File: src/rtl/wram_port_pkg.sv
package wram_port_pkg;
  localparam int BYTE_W = 8;

  function automatic int lane_count(input int width);
    return (width + BYTE_W - 1) / BYTE_W;
  endfunction

  typedef enum logic [1:0] {
    ACC_NONE = 2'd0,
    ACC_WR   = 2'd1,
    ACC_RD   = 2'd2
  } acc_e;
endpackage

File: src/rtl/wram_port_decode.sv
module wram_port_decode
  import wram_port_pkg::*;
#(
  parameter int              HOST_AW   = 16,
  parameter logic [15:0]     BASE_ADDR = 16'h2180,
  parameter int              NLANE     = 3
) (
  input  logic [HOST_AW-1:0] reg_addr_i,
  input  logic               reg_wr_i,
  input  logic               reg_rd_i,
  output acc_e               data_acc_o,
  output logic [NLANE-1:0]   lane_we_o
);
  localparam int NREG = NLANE + 1;

  logic [HOST_AW-1:0] off;
  logic               in_win;
  logic [NREG-1:0]    sel;

  assign off    = reg_addr_i - HOST_AW'(BASE_ADDR);
  assign in_win = (reg_addr_i >= HOST_AW'(BASE_ADDR)) && (off < HOST_AW'(NREG));

  for (genvar k = 0; k < NREG; k++) begin : g_sel
    assign sel[k] = in_win && (off == HOST_AW'(k));
  end

  // write wins over read on the data register
  always_comb begin
    data_acc_o = ACC_NONE;
    if (sel[0] && reg_wr_i)      data_acc_o = ACC_WR;
    else if (sel[0] && reg_rd_i) data_acc_o = ACC_RD;
  end

  // pointer registers are write-only
  for (genvar k = 0; k < NLANE; k++) begin : g_lane
    assign lane_we_o[k] = sel[k+1] && reg_wr_i;
  end
endmodule

File: src/rtl/wram_port_ptr.sv
module wram_port_ptr
  import wram_port_pkg::*;
#(
  parameter int PTR_W = 17,
  localparam int NLANE = lane_count(PTR_W)
) (
  input  logic              clk_i,
  input  logic              rst_ni,
  input  logic [NLANE-1:0]  lane_we_i,
  input  logic [BYTE_W-1:0] wdata_i,
  input  logic              step_i,
  output logic [PTR_W-1:0]  ptr_o
);
  logic [PTR_W-1:0] ptr_q, ptr_d;

  always_comb begin
    ptr_d = ptr_q;
    if (step_i) ptr_d = ptr_q + PTR_W'(1);
    // top lane may be narrower than a byte; extra data bits fall away
    for (int b = 0; b < PTR_W; b++) begin
      if (lane_we_i[b / BYTE_W]) ptr_d[b] = wdata_i[b % BYTE_W];
    end
  end

  always_ff @(posedge clk_i or negedge rst_ni) begin
    if (!rst_ni) ptr_q <= '0;
    else         ptr_q <= ptr_d;
  end

  assign ptr_o = ptr_q;
endmodule

File: src/rtl/wram_port_rdata.sv
module wram_port_rdata
  import wram_port_pkg::*;
(
  input  logic              clk_i,
  input  logic              rst_ni,
  input  logic              capture_i,
  input  logic [BYTE_W-1:0] mem_rdata_i,
  output logic [BYTE_W-1:0] rdata_o,
  output logic              rvalid_o
);
  logic [BYTE_W-1:0] rdata_q;
  logic              rvalid_q;

  always_ff @(posedge clk_i or negedge rst_ni) begin
    if (!rst_ni) begin
      rdata_q  <= '0;
      rvalid_q <= 1'b0;
    end else begin
      rvalid_q <= capture_i;
      if (capture_i) rdata_q <= mem_rdata_i;
    end
  end

  assign rdata_o  = rdata_q;
  assign rvalid_o = rvalid_q;
endmodule

File: src/rtl/wram_port.sv
module wram_port
  import wram_port_pkg::*;
#(
  parameter int          HOST_AW   = 16,
  parameter int          ADDR_W    = 24,
  parameter int          PTR_W     = 17,
  parameter logic [15:0] BASE_ADDR = 16'h2180,
  parameter logic [23:0] BANK_BASE = 24'h7E0000
) (
  input  logic               clk_i,
  input  logic               rst_ni,
  input  logic [HOST_AW-1:0] reg_addr_i,
  input  logic               reg_wr_i,
  input  logic               reg_rd_i,
  input  logic [BYTE_W-1:0]  reg_wdata_i,
  output logic [BYTE_W-1:0]  reg_rdata_o,
  output logic               reg_rvalid_o,
  output logic [ADDR_W-1:0]  mem_addr_o,
  output logic               mem_wr_o,
  output logic               mem_rd_o,
  output logic [BYTE_W-1:0]  mem_wdata_o,
  input  logic [BYTE_W-1:0]  mem_rdata_i
);
  localparam int NLANE = lane_count(PTR_W);

  acc_e             data_acc;
  logic [NLANE-1:0] lane_we;
  logic [PTR_W-1:0] ptr;
  logic             step;

  wram_port_decode #(
    .HOST_AW  (HOST_AW),
    .BASE_ADDR(BASE_ADDR),
    .NLANE    (NLANE)
  ) u_decode (
    .reg_addr_i(reg_addr_i),
    .reg_wr_i  (reg_wr_i),
    .reg_rd_i  (reg_rd_i),
    .data_acc_o(data_acc),
    .lane_we_o (lane_we)
  );

  assign step = (data_acc != ACC_NONE);

  wram_port_ptr #(
    .PTR_W(PTR_W)
  ) u_ptr (
    .clk_i    (clk_i),
    .rst_ni   (rst_ni),
    .lane_we_i(lane_we),
    .wdata_i  (reg_wdata_i),
    .step_i   (step),
    .ptr_o    (ptr)
  );

  // pointer is OR'd onto the bank base, never added
  assign mem_addr_o  = ADDR_W'(BANK_BASE) | ADDR_W'(ptr);
  assign mem_wr_o    = (data_acc == ACC_WR);
  assign mem_rd_o    = (data_acc == ACC_RD);
  assign mem_wdata_o = reg_wdata_i;

  wram_port_rdata u_rdata (
    .clk_i      (clk_i),
    .rst_ni     (rst_ni),
    .capture_i  (mem_rd_o),
    .mem_rdata_i(mem_rdata_i),
    .rdata_o    (reg_rdata_o),
    .rvalid_o   (reg_rvalid_o)
  );
endmodule

File: config.mk
export PLATFORM = sky130hd
export DESIGN_NAME = wram_port
export DESIGN_NICKNAME = d
export VERILOG_FILES = /design/src/rtl/wram_port_pkg.sv /design/src/rtl/wram_port_decode.sv /design/src/rtl/wram_port_ptr.sv /design/src/rtl/wram_port_rdata.sv /design/src/rtl/wram_port.sv
export SDC_FILE = /design/constraint.sdc
export NUM_CORES = 1
export LEC_CHECK = 0
export ABC_AREA = 0
export BUFFER_PORTS_ARGS = -buffer_cell sky130_fd_sc_hd__buf_4
export CAP_MARGIN = 20
export CORE_MARGIN = 1
export CORE_UTILIZATION = 28
export CTS_CLUSTER_SIZE = 28
export DETAILED_ROUTE_END_ITERATION = 8
export PLACE_DENSITY = 0.56
export SYNTH_ARGS = -nofsm -noshare
export SYNTH_HDL_FRONTEND = slang
export SYNTH_HIERARCHICAL = 1
export SYNTH_SLANG_ARGS = --single-unit
File: constraint.sdc
create_clock -name clk_i -period 2.2 [get_ports clk_i]
set_input_delay 0.33 -clock clk_i [delete_from_list [all_inputs] [get_ports clk_i]]
set_output_delay 0.33 -clock clk_i [all_outputs]
set_load 0.005 [all_outputs]
---- After elaboration in Yosys (flattened, before gate mapping) ----
Cells that the tools add are included.
operators by class
  reductions and logical operators ........ 15
  $add $sub $neg .......................... 2
  muxes and demuxes ....................... 20
  equality and inequality tests ........... 5
  magnitude comparators ................... 2
operator list
  kind                                                                            number
  16-bit by 2-bit == test with 1-bit output (second input constant)               2
  17-bit by 1-bit adder with 17-bit output (second input constant)                1
  1-bit two-way mux                                                               17
  17-bit two-way mux                                                              1
  16-bit by 1-bit == test with 1-bit output (second input constant)               1
  16-bit by 14-bit >= comparator with 1-bit output (second input constant)        1
  16-bit zero test                                                                1
  16-bit by 3-bit less-than comparator with 1-bit output (second input constant)  1
  16-bit by 14-bit subtractor with 16-bit output (second input constant)          1
  1-bit logical AND                                                               10
  2-bit nonzero test                                                              4
  2-bit two-way mux                                                               2
  2-bit by 1-bit == test with 1-bit output (second input constant)                1
  2-bit == test (second input constant)                                           1
storage, ports and cells
  flip-flop bits (word level) ............. 26
  logic and storage cells ................. 49
  output and inout port bits .............. 43
  input port bits ......................... 36

---- Depth between registers and ports, before layout ----
Gate-level depths: netlist of run 1.
  depth after elaboration ................. 10
  gate-level depth with buffers ........... 10
  depth with buffers taken out ............ 9

---- Modules after synthesis ----
The synthesis of run 1 kept the hierarchy.
by module, submodules not included
  module            cells an instance  area each (um^2)  times used  seq. area each (um^2)
  wram_port_ptr     104                994.7             1           425.4
  wram_port_rdata   18                 356.6             1           225.2
  wram_port_decode  20                 161.4             1           0.0
  wram_port         20                 138.9             1           0.0

---- Least setup slack after synthesis of run 1 ----
No wires, ideal clock.
  path type ............................... input port to flip-flop
  start ................................... in reg_addr_i[7]
  end ..................................... reg u_ptr.ptr_q[15], in the netlist u_ptr/ptr_o[15]
  required time ........................... 2.074 ns
  cell stages on the path ................. 10
  setup slack ............................. -0.626 ns
  setup time .............................. 0.126 ns
  arrival ................................. 2.700 ns
  path buffers ............................ 1
  cell sequence ........................... ha_1 > nor4b_1 > nand2_1 > nor4_1 > or2_1 > buf_2 > nand4_4 > nor4_4 > mux2_1 > a221o_1
between the ends
  elaborated cells between the ends (all ways) .. 16
  classes of those cells .................. add/sub: 1; order compare: 2; eq/ne: 1; mux: 3; reduce/logical: 9
RTL lines
  what                                                    RTL line                source
  from (decl)                                             wram_port.sv:12         input logic [HOST_AW-1:0] reg_addr_i,
  16-bit by 14-bit subtractor with 16-bit output          wram_port_decode.sv:20  assign off = reg_addr_i - HOST_AW'(BASE_ADDR);
  16-bit by 3-bit less-than comparator with 1-bit output  wram_port_decode.sv:21  assign in_win = (reg_addr_i >= HOST_AW'(BASE_ADDR)) && (off < HOST_AW'(NREG));
  1-bit logical AND                                       wram_port_decode.sv:21
  1-bit logical AND (*)                                   wram_port_decode.sv:24  assign sel[k] = in_win && (off == HOST_AW'(k));
  1-bit logical AND (*)                                   wram_port_decode.sv:30  if (sel[0] && reg_wr_i) data_acc_o = ACC_WR;
  2-bit two-way mux (*)                                   wram_port_decode.sv:30
  via data_acc[0]                                         wram_port.sv:26         acc_e data_acc;
  2-bit nonzero test (*)                                  wram_port.sv:43         assign step = (data_acc != ACC_NONE);
  via step                                                wram_port.sv:29         logic step;
  2-bit nonzero test (no source line) (*)                 -
  to (signal assigned)                                    wram_port_ptr.sv:27     else ptr_q <= ptr_d;
  to (decl)                                               wram_port_ptr.sv:14     logic [PTR_W-1:0] ptr_q, ptr_d;
The timed path passes the listed nets; every way through them passes the cells marked *.
A chain may end at the register's enable or synchronous reset.

---- Final worst setup path of run 1 ----
Ends and elaborated chain as after synthesis.

==> flow_summary_export.csv, run 1 <==
group,metric,value,unit
status,status,"finished, violations left",
status,failed_checks,"negative setup slack",
synthesis,synth-seq-cells,26,
global_route,grt_use_total,13.5,%
drt,drt-pass1-iter-count,4,
critical_path,crit_family,"simple AND/OR/NAND/NOR gates",
power,peakVddDrop,260,uV
critical_path,crit_type,"in2reg",
critical_path,worstSetupStartpointType,"input pin",
clocking,cts-htree-levels,1,
layout,fillers,559,
global_route,antenna_found_initial,0,
hold_path,hold_class,"in2reg",
synthesis,seq_area_frac_synth,39.4,%
timing,worst_slack,-0.0783,ns
placement,io_buffers,71,
placement,globalplace.congestion,0.739,
floorplan,start_util,29.5,%
layout,syn2layout_area_growth,53.2,%
layout,n_antenna_cell,0,
timing,finalHoldViolations,0,
critical_path,r2r_cells,4,
synthesis,yosysTopAreaCell,"dfrtp_1",
synthesis,yosysWarnings,6,
global_route,grt_pass1_wl,6550,um
timing,setup_violations,1,
clocking,cts_tree,"done",
critical_path,cpPeakStageDelay,0.34,ns
clocking,clockBufferDepth,2,
floorplan,io_pins,79,
floorplan,core_area,5610,um2
critical_path,crit_buf_inv,1,
drt,dr.first_iter.drc_count,49,
critical_path,r2r_setup_slack,0.45,ns
timing,clock_skew,0.00856,ns
critical_path,cp_max_fo,3,
floorplan,core.rowCount,27,
power,clockPowerShare,39.7,%
critical_path,r2r_start,"u_ptr/ptr_o[9]",
clocking,cts_sinks,26,
clocking,cts_root_buffer,"clkbuf_8",
timing,fin_crit_sh,104,%
layout,layout-drive-gt1-share,51.2,%
critical_path,arrival,2.44,ns
global_route,grt_max_degree,27,
power,combPwrFrac,12.7,%
critical_path,crit_start,"reg_addr_i[7]",
synthesis,synth.area.top_cells,"dfrtp_1, mux2_4, buf_4",
timing,maxSlewViolCount,0,
critical_path,cp.depth,10,
floorplan,die_h,78.8,um
global_route,overflow,0,
global_route,first_global_vias,1388,
critical_path,crit_path_end_kind,"flop",
clocking,path_clk_slew,0.09,ns
critical_path,crit_end,"u_ptr/ptr_o[15]",
layout,nets,287,
power,p_per_area,397,nW/um2
synthesis,synth-async-reset-ratio,100,%
drt,routed_wl,3970,um
synthesis,synth_top_area_share,39.4,%
placement,dp_hpwl,3020,um
synthesis,syn_area_per_cell,10.2,um2
power,p_seq_share,47.6,%
synthesis,synth_ff_type,"dfrtp_1",
drt,wire_per_inst,12.4,um
synthesis,synth-edff-count,0,
timing,fin_tns_setup,-0.0783,ns
drt,ant_nets,0,
timing,rsz0062_at_grt,"yes",
critical_path,required,2.36,ns
synthesis,syn_area,1650,um2
drt,drc_errors,0,
floorplan,die_w,78.8,um
power,p_int,796,uW
clocking,clkLatencyLatePin,0.28,ns
synthesis,synthCells,162,
critical_path,crit_chain,"buf_6, ha_4, nor4b_4, nand2_2, nor4_2, or2_4, nand4_4, nor4_4, mux2_4, a221o_1",
job,maxCapViolCount,0,
critical_path,r2r-end,"u_ptr/ptr_o[15]",
critical_path,slowest_stage,"mux2_4",
timing,post-route-min-period,2.28,ns
layout,final_core_util,45.1,%
power,power.leakage,0.00117,uW
synthesis,synthTopCellsByCount,"dfrtp_1, nand2_1, buf_4",
floorplan,die-area,6210,um2
timing,max_clock_freq,439,MHz
synthesis,synth_cell_types,37,
drt,viasPerCell,4.54,
drt,vias,1453,
power,switchingPower,208,uW
clocking,numCtsBuffers,3,
power,p_sw_share,20.7,%
synthesis,yosysMostFrequentCell,"dfrtp_1",
## worst min path at each step
stage	startpoint	end	slack (ns)	cells past startpoint
3_5_place_dp	rst_ni	u_rdata/rdata_o[4]	0.26	1
4_1_cts	mem_rdata_i[5]	u_rdata/rdata_o[5]	0.27	2
2_1_floorplan	rst_ni	u_ptr/ptr_o[0]	0.03	0
3_3_place_gp	rst_ni	u_rdata/rdata_o[4]	0.26	1
5_1_grt	mem_rdata_i[5]	u_rdata/rdata_o[5]	0.26	2
6_report	mem_rdata_i[6]	u_rdata/rdata_o[6]	0.27	2
## timing repair
action	4_1_cts	5_1_grt
endpoints found under the setup margin	3	20
endpoints found under the hold margin	26	0
pin swaps	1	2
hold buffers	1	0
resized for setup	4	10
buffers inserted	1	2
## placed cells by master, fill, tap and decap left out, types with 4 or more instances in the layout
master,Yosys,layout
nand2_1,21,20
nor2b_1,5,4
xor2_1,4,4
buf_4,15,91
o21ai_0,11,11
dfrtp_1,26,26
conb_1,2,7
nor2_1,4,4
nor3_1,7,7
nand3_1,5,5
nor4_4,3,4
mux2_4,8,9
xnor2_1,8,8
buf_6,1,5
## layer usage
layer | vias to the layer above | GRT usage [%] | share of wire, %
met2 | 48 | 22.7 | 49
met3 | 4 | 1.15 | 4.0
li1 | 726 | - | -
met5 | - | 0 | 0
met1 | 675 | 17.7 | 46
met4 | 0 | 5.56 | 1.2
## power by group through the flow
stage / logic [uW] / registers (uW) / clock network (uW)
after floorplan: 39.7 / 487 / 0
after global placement: 116 / 487 / 0
after detailed placement: 117 / 487 / 0
after CTS: 120 / 478 / 408
after global routing: 140 / 478 / 426
final: 127 / 478 / 399
## through the flow
step | cell area [um2] | cells | total power [uW] | setup slack (ns) | hold slack [ns]
after global placement | 2360 | 312 | 603 | -0.357 | 0.261
after CTS | 2470 | 318 | 1010 | -0.0750 | 0.270
after detailed placement | 2360 | 312 | 605 | -0.412 | 0.260
after global routing | 2530 | 320 | 1040 | -0.170 | 0.263
final | 2530 | 320 | 1000 | -0.0783 | 0.274
after floorplan | 1710 | 167 | 527 | -0.217 | 0.0344
## sequential cells by signal (all words and copies together) (netlist names)
name              count
u_ptr/ptr_o          17
u_rdata/rdata_o       8
u_rdata/rvalid_o      1
## cell type report
| cell class | count | area, um2 | area share (%) |
|---|---|---|---|
| clock buffers | 3 | 41.3 | 1.63 |
| clock inverters | 1 | 30.0 | 1.19 |
| inverters | 3 | 11.3 | 0.445 |
| multi-input cells | 118 | 957 | 37.8 |
| flip-flops and latches | 26 | 651 | 25.7 |
| well taps | 72 | 90.1 | 3.56 |
| repair buffers | 97 | 749 | 29.6 |
## cells by family after synthesis
kind of cell | synth area share [%]
adders and majority gates | 1.51
buffers and inverters | 9.17
DFF | 39.4
AOI/OAI and AO/OA | 8.41
other | 0.455
muxes | 10.5
and+or+nand+nor | 24.2
xor gates and xnor gates | 6.36
Note: power is estimated with default switching activity, not from simulation.
==> run 2: changes to the inputs <==
Settings changed: SKIP_LAST_GASP from default to 1.
==> run 2 against run 1 <==
Clock-buffer cell count unchanged. Via count about the same. Design area grew 0.64%. Critical path depth grew 1. Non-clock buffer count rose by 1. Register-to-register slack barely moved. Combinational power is essentially flat. Die area stayed put. Clock skew about the same. Clock power hardly changed. The flow still finishes with violations (negative setup slack). Global-route usage shrank 0.074 points. Sequential share of layout area down 0.16 points.
==> flow_summary_export.csv, run 2 (same netlist as run 1, synthesis figures left out) <==
group,metric,value,unit
timing,post-route-min-period,2.33,ns
layout,fillers,556,
power,peakVddDrop,264,uV
critical_path,cpPeakStageDelay,0.34,ns
floorplan,io_pins,79,
timing,clock_skew,0.00899,ns
drt,viasPerCell,4.52,
power,p_int,796,uW
layout,largest_reg_flops,17,
clocking,path_clk_slew,0.09,ns
clocking,cts_root_buffer,"clkbuf_8",
placement,io_buffers,71,
power,p_per_area,395,nW/um2
global_route,first_global_vias,1394,
placement,dp_hpwl,3020,um
layout,n_antenna_cell,0,
layout,final_common_cell,"buf_4",
drt,ant_nets,0,
global_route,antenna_found_initial,0,
floorplan,die-area,6210,um2
power,p_sw_share,20.8,%
critical_path,crit_buf_inv,2,
critical_path,path_common_cell,"nor4_4",
critical_path,crit_type,"in2reg",
power,p_seq_share,47.5,%
layout,nets,288,
layout,final_core_util,45.4,%
drt,vias,1452,
drt,routed_wl,4010,um
drt,drc_errors,0,
clocking,cts-htree-levels,1,
critical_path,required,2.36,ns
global_route,overflow,0,
global_route,grt_use_total,13.4,%
layout,layout_common_cells,"buf_4, dfrtp_1, nand2_1",
drt,wire_per_inst,12.5,um
critical_path,worstSetupStartpointType,"input pin",
power,combPwrFrac,12.8,%
placement,globalplace.congestion,0.739,
power,clockPowerShare,39.7,%
layout,instances_no_fill,321,
timing,setup_violations,2,
clocking,numCtsBuffers,3,
timing,rsz0062_at_grt,"yes",
global_route,grt_max_degree,27,
critical_path,crit_family,"simple AND/OR/NAND/NOR gates",
floorplan,die_h,78.8,um
status,status,"finished, violations left",
critical_path,slowest_stage,"mux2_4",
floorplan,core_area,5610,um2
clocking,cts_tree,"done",
timing,max_clock_freq,430,MHz
power,switchingPower,209,uW
critical_path,crit_path_end_kind,"flop",
drt,drt-pass1-iter-count,4,
job,maxCapViolCount,0,
floorplan,start_util,29.5,%
timing,fin_tns_setup,-0.134,ns
hold_path,hold_class,"in2reg",
clocking,cts_sinks,26,
clocking,clockBufferDepth,2,
critical_path,crit_chain,"buf_8, ha_4, nor4b_4, nand2_2, buf_4, nor4_4, or2_4, nand4_4, nor4_4, mux2_4, a221o_1",
timing,maxSlewViolCount,0,
global_route,grt_pass1_wl,6520,um
timing,worst_slack,-0.125,ns
layout,layout-drive-gt1-share,51.4,%
placement,dpl.cell_count,312,
timing,fin_crit_sh,106,%
layout,syn2layout_area_growth,54.2,%
critical_path,cp_max_fo,3,
drt,dr.first_iter.drc_count,68,
critical_path,arrival,2.49,ns
timing,finalHoldViolations,0,
status,failed_checks,"negative setup slack",
clocking,clkLatencyLatePin,0.28,ns
floorplan,die_w,78.8,um
power,power.leakage,0.00118,uW
floorplan,core.rowCount,27,
## run 2: cell count changes in the layout (fill, tap and decap cells not counted), sizes merged
cell,change
buf,+1
## run 2: path summary, 6_finish.rpt
kind	startpoint	to	slack (ns)	cells past startpoint
setup / recovery	reg_addr_i[8]	u_ptr/ptr_o[15]	-0.13	11
hold / removal	mem_rdata_i[6]	u_rdata/rdata_o[6]	0.27	2
setup reg to reg	u_ptr/ptr_o[9]	u_ptr/ptr_o[15]	0.46	4
hold reg to reg	u_rdata/rdata_o[4]	u_rdata/rdata_o[4]	0.52	1
max in group asynchronous	rst_ni	u_ptr/ptr_o[13]	1.45	2
min in group asynchronous	rst_ni	u_rdata/rdata_o[4]	0.49	2
## run 2: metal layers
| layer | GRT usage [%] | up-vias | part of all wire [%] |
|---|---|---|---|
| li1 | - | 728 | - |
| met1 | 17.5 | 672 | 45 |
| met2 | 22.6 | 48 | 49 |
| met3 | 1.15 | 4 | 4.0 |
| met4 | 5.56 | 0 | 1.2 |
| met5 | 0 | - | 0 |
## run 2: timing repair
action | 4_1_cts | 5_1_grt
setup buffers | 1 | 3
endpoints found under the setup margin | 3 | 12
pin swaps | 1 | 8
gates resized for setup | 1 | 14
hold buffers | 1 | 0
endpoints found under the hold margin | 26 | 0
## run 2: layout make-up
type | instances | area, um2 | share of cell area, %
clock buffers | 3 | 41.3 | 1.62
repair buffers | 98 | 757 | 29.7
multi-input cells | 118 | 966 | 37.9
well taps | 72 | 90.1 | 3.54
inverters | 3 | 11.3 | 0.442
flip-flops and latches | 26 | 651 | 25.6
clock inverters | 1 | 30.0 | 1.18
## run 2: through the flow
step	instance area, um2	hold slack (ns)	total power, uW	setup WS (ns)
finish	2550	0.274	1000	-0.125
floorplan	1710	0.0344	527	-0.217
CTS	2450	0.270	1000	-0.112
global placement	2360	0.261	603	-0.357
global route	2550	0.263	1050	-0.191
detailed placement	2360	0.260	605	-0.412
## run 2: power by group through the flow
| stage | registers (uW) | logic [uW] | clock network [uW] |
|---|---|---|---|
| 5_1_grt | 478 | 141 | 426 |
| 3_5_place_dp | 487 | 117 | 0 |
| 4_1_cts | 478 | 119 | 408 |
| 6_report | 478 | 128 | 399 |
| 2_1_floorplan | 487 | 39.7 | 0 |
| 3_3_place_gp | 487 | 116 | 0 |
## run 2: worst register-to-register path: stages, from the launching register on
cell and delay (ns):
dfrtp_1 0.44, nand3_1 0.22, nor4_4 0.38, mux2_4 0.34, a221o_1 0.25
==> run 3: changes to the inputs <==
Settings changed: PLACE_DENSITY 0.56 to 0.55, SYNTH_HIERARCHICAL 1 to default, TNS_END_PERCENT from default to 1.
==> run 3 against run 2 <==
The run now ends clean. Design area up 4.3%. Setup slack better by 0.22 ns. Sequential power up 7.9%. Total power up 15%. Combinational power up 81%. Critical path type is now in2out. Largest cell class unchanged.
==> flow_summary_export.csv, run 3 <==
group,metric,value,unit
clocking,numCtsBuffers,3,
drt,vias,1685,
timing,post-route-min-period,2.10,ns
timing,finalHoldViolations,0,
global_route,first_global_vias,1649,
hold_path,hold_class,"in2reg",
synthesis,synth_xor_area_share,3.43,%
timing,setup_violations,0,
drt,dr.first_iter.drc_count,78,
layout,final_core_util,44.1,%
placement,dp_hpwl,3770,um
layout,nets,305,
floorplan,core.rowCount,28,
placement,io_buffers,71,
synthesis,syn_area_per_cell,10.2,um2
synthesis,synth_ff_type,"dfrtp_1",
clocking,path_clk_slew,0.10,ns
power,power.leakage,0.00127,uW
critical_path,arrival,1.77,ns
synthesis,synth_simple_gate_area_share,18.6,%
critical_path,r2r_start,"u_ptr.ptr_o[0]",
floorplan,core_area,6030,um2
synthesis,synth_top_family_by_area,"compound AO/OA/AOI/OAI gates",
floorplan,die_h,81.9,um
drt,drt-pass1-iter-count,4,
synthesis,synth_cell_types,49,
power,peakVddDrop,216,uV
layout,largest_reg_flops,17,
timing,max_clock_freq,475,MHz
hold_path,hold_end,"u_rdata.rdata_o[3]",
synthesis,synthTopCellsByCount,"dfrtp_1, mux2_2, buf_4",
floorplan,io_pins,79,
synthesis,synth-edff-count,0,
critical_path,worstSetupStartpointType,"input pin",
synthesis,muxShareOfSynthArea,10.7,%
critical_path,r2r_setup_slack,0.14,ns
synthesis,synth-adder-area-share,1.40,%
drt,drc_errors,0,
global_route,grt_pass1_wl,8020,um
synthesis,synth.area.top_cells,"dfrtp_1, mux2_2, buf_4",
placement,dp_slack,-0.254,ns
floorplan,die_w,81.9,um
floorplan,start_util,29.7,%
timing,worst_slack,0.0951,ns
layout,layout_common_cells,"buf_4, dfrtp_1, mux2_2",
timing,maxSlewViolCount,0,
layout,n_antenna_cell,0,
job,maxCapViolCount,0,
clocking,cts-htree-levels,1,
status,status,"completed",
critical_path,crit_start,"reg_addr_i[7]",
timing,hold-worst-slack,0.277,ns
timing,clock_skew,0.00397,ns
drt,routed_wl,5050,um
synthesis,synth-seq-cells,26,
synthesis,yosysWarnings,0,
layout,layout-drive-gt1-share,50.8,%
clocking,cts_sinks,26,
clocking,cts_root_buffer,"clkbuf_8",
global_route,grt_use_total,15.7,%
placement,globalplace.congestion,0.781,
layout,final_common_cell,"buf_4",
critical_path,crit_path_end_kind,"primary output",
clocking,cts_tree,"done",
critical_path,r2r_cells,6,
critical_path,r2r-end,"u_ptr.ptr_o[16]",
layout,syn2layout_area_growth,48.7,%
synthesis,syn_area,1790,um2
global_route,grt_max_degree,27,
synthesis,synthCells,176,
critical_path,crit_type,"in2out",
timing,fin_tns_setup,0,ns
synthesis,synth-async-reset-ratio,100,%
timing,rsz0062_at_grt,"no",
synthesis,synth_top_area_share,36.4,%
synthesis,seq_area_frac_synth,36.4,%
hold_path,hp-start,"mem_rdata_i[3]",
placement,dpl.cell_count,335,
layout,instances_no_fill,341,
critical_path,cp_max_fo,5,
drt,viasPerCell,4.94,
drt,wire_per_inst,14.8,um
synthesis,synth_compound_area_share,20.4,%
drt,ant_nets,0,
hold_path,hold_depth,2,
synthesis,yosysTopAreaCell,"dfrtp_1",
power,p_per_area,433,nW/um2
timing,fin_crit_sh,95.7,%
global_route,antenna_found_initial,0,
global_route,overflow,0,
clocking,clockBufferDepth,2,
critical_path,required,1.87,ns
clocking,clkLatencyLatePin,0.27,ns
floorplan,die-area,6700,um2
synthesis,yosysMostFrequentCell,"dfrtp_1",
==> run 3: changes by cell type after synthesis, moves of 4 or more <==
cell / before / now
o21ai_1: 1 / 6
xnor2_1: 8 / 1
mux2_4: 8 / 0
o21ai_0: 11 / 4
nor2b_1: 5 / 1
a21oi_1: 1 / 6
mux2_2: 1 / 17
nand2_1: 21 / 12
a22oi_1: 2 / 6
==> run 3: where the power goes <==
part	switching, uW	internal [uW]
Clock	160	244
Sequential	23.2	493
Combinational	107	124
Total	291	861
==> run 3: worst max-delay path by stage <==
stage	to	slack [ns]
3_3_place_gp	u_ptr.ptr_o[4]	-0.23
6_report	mem_rd_o	0.1
5_1_grt	u_ptr.ptr_o[6]	0.02
3_5_place_dp	u_ptr.ptr_o[4]	-0.25
4_1_cts	mem_rd_o	0.03
2_1_floorplan	u_ptr.ptr_o[1]	0.02
==> run 3: layer usage <==
metal | track usage, % | share of wire, % | up-vias | wire, um
met3 | 2.11 | 4.8 | 2 | 244
met4 | 4.04 | 0.48 | 0 | 24
li1 | - | - | 833 | -
met1 | 20.2 | 44 | 802 | 2210
met5 | 0 | 0 | - | 0
met2 | 27.3 | 51 | 48 | 2570
==> run 3: layout make-up <==
cell class,instances,area (um2)
Clock buffer,3,41.3
Fill cell,604,3370
Inverter,5,18.8
Tap cell,75,93.8
Timing Repair Buffer,101,777
Sequential cell,26,651
Multi-Input combinational cell,130,1040
Clock inverter,1,30.0
==> run 3: repair_timing <==
action	4_1_cts	5_1_grt
hold buffers	1	0
gates resized for setup	3	4
hold endpoints to repair	26	0
cloned	0	0
buffers inserted	1	1
setup endpoints to repair	2	5
pin swaps	1	1
==> run 3: critical path: stages <==
cell       delay (ns)
buf_4            0.12
ha_4             0.24
nor4b_4          0.26
o2111ai_2        0.18
buf_6            0.17
a21oi_4          0.12
and4b_1          0.23
buf_4            0.12
==> run 3: through the flow <==
stage,instance area [um2],power (uW)
CTS,2630,1160
global placement,2520,745
global route,2660,1210
floorplan,1810,616
detailed placement,2520,746
finish,2660,1150
==> run 3: cell families (layout without fill, tap and decap cells) <==
kind of cell,count (synthesis),count (layout)
buf+inv,25,110
other cells,2,7
fa+ha+maj,2,2
simple gates,54,54
flops,26,26
mux,17,17
compound gates,43,43
xor+xnor,7,7
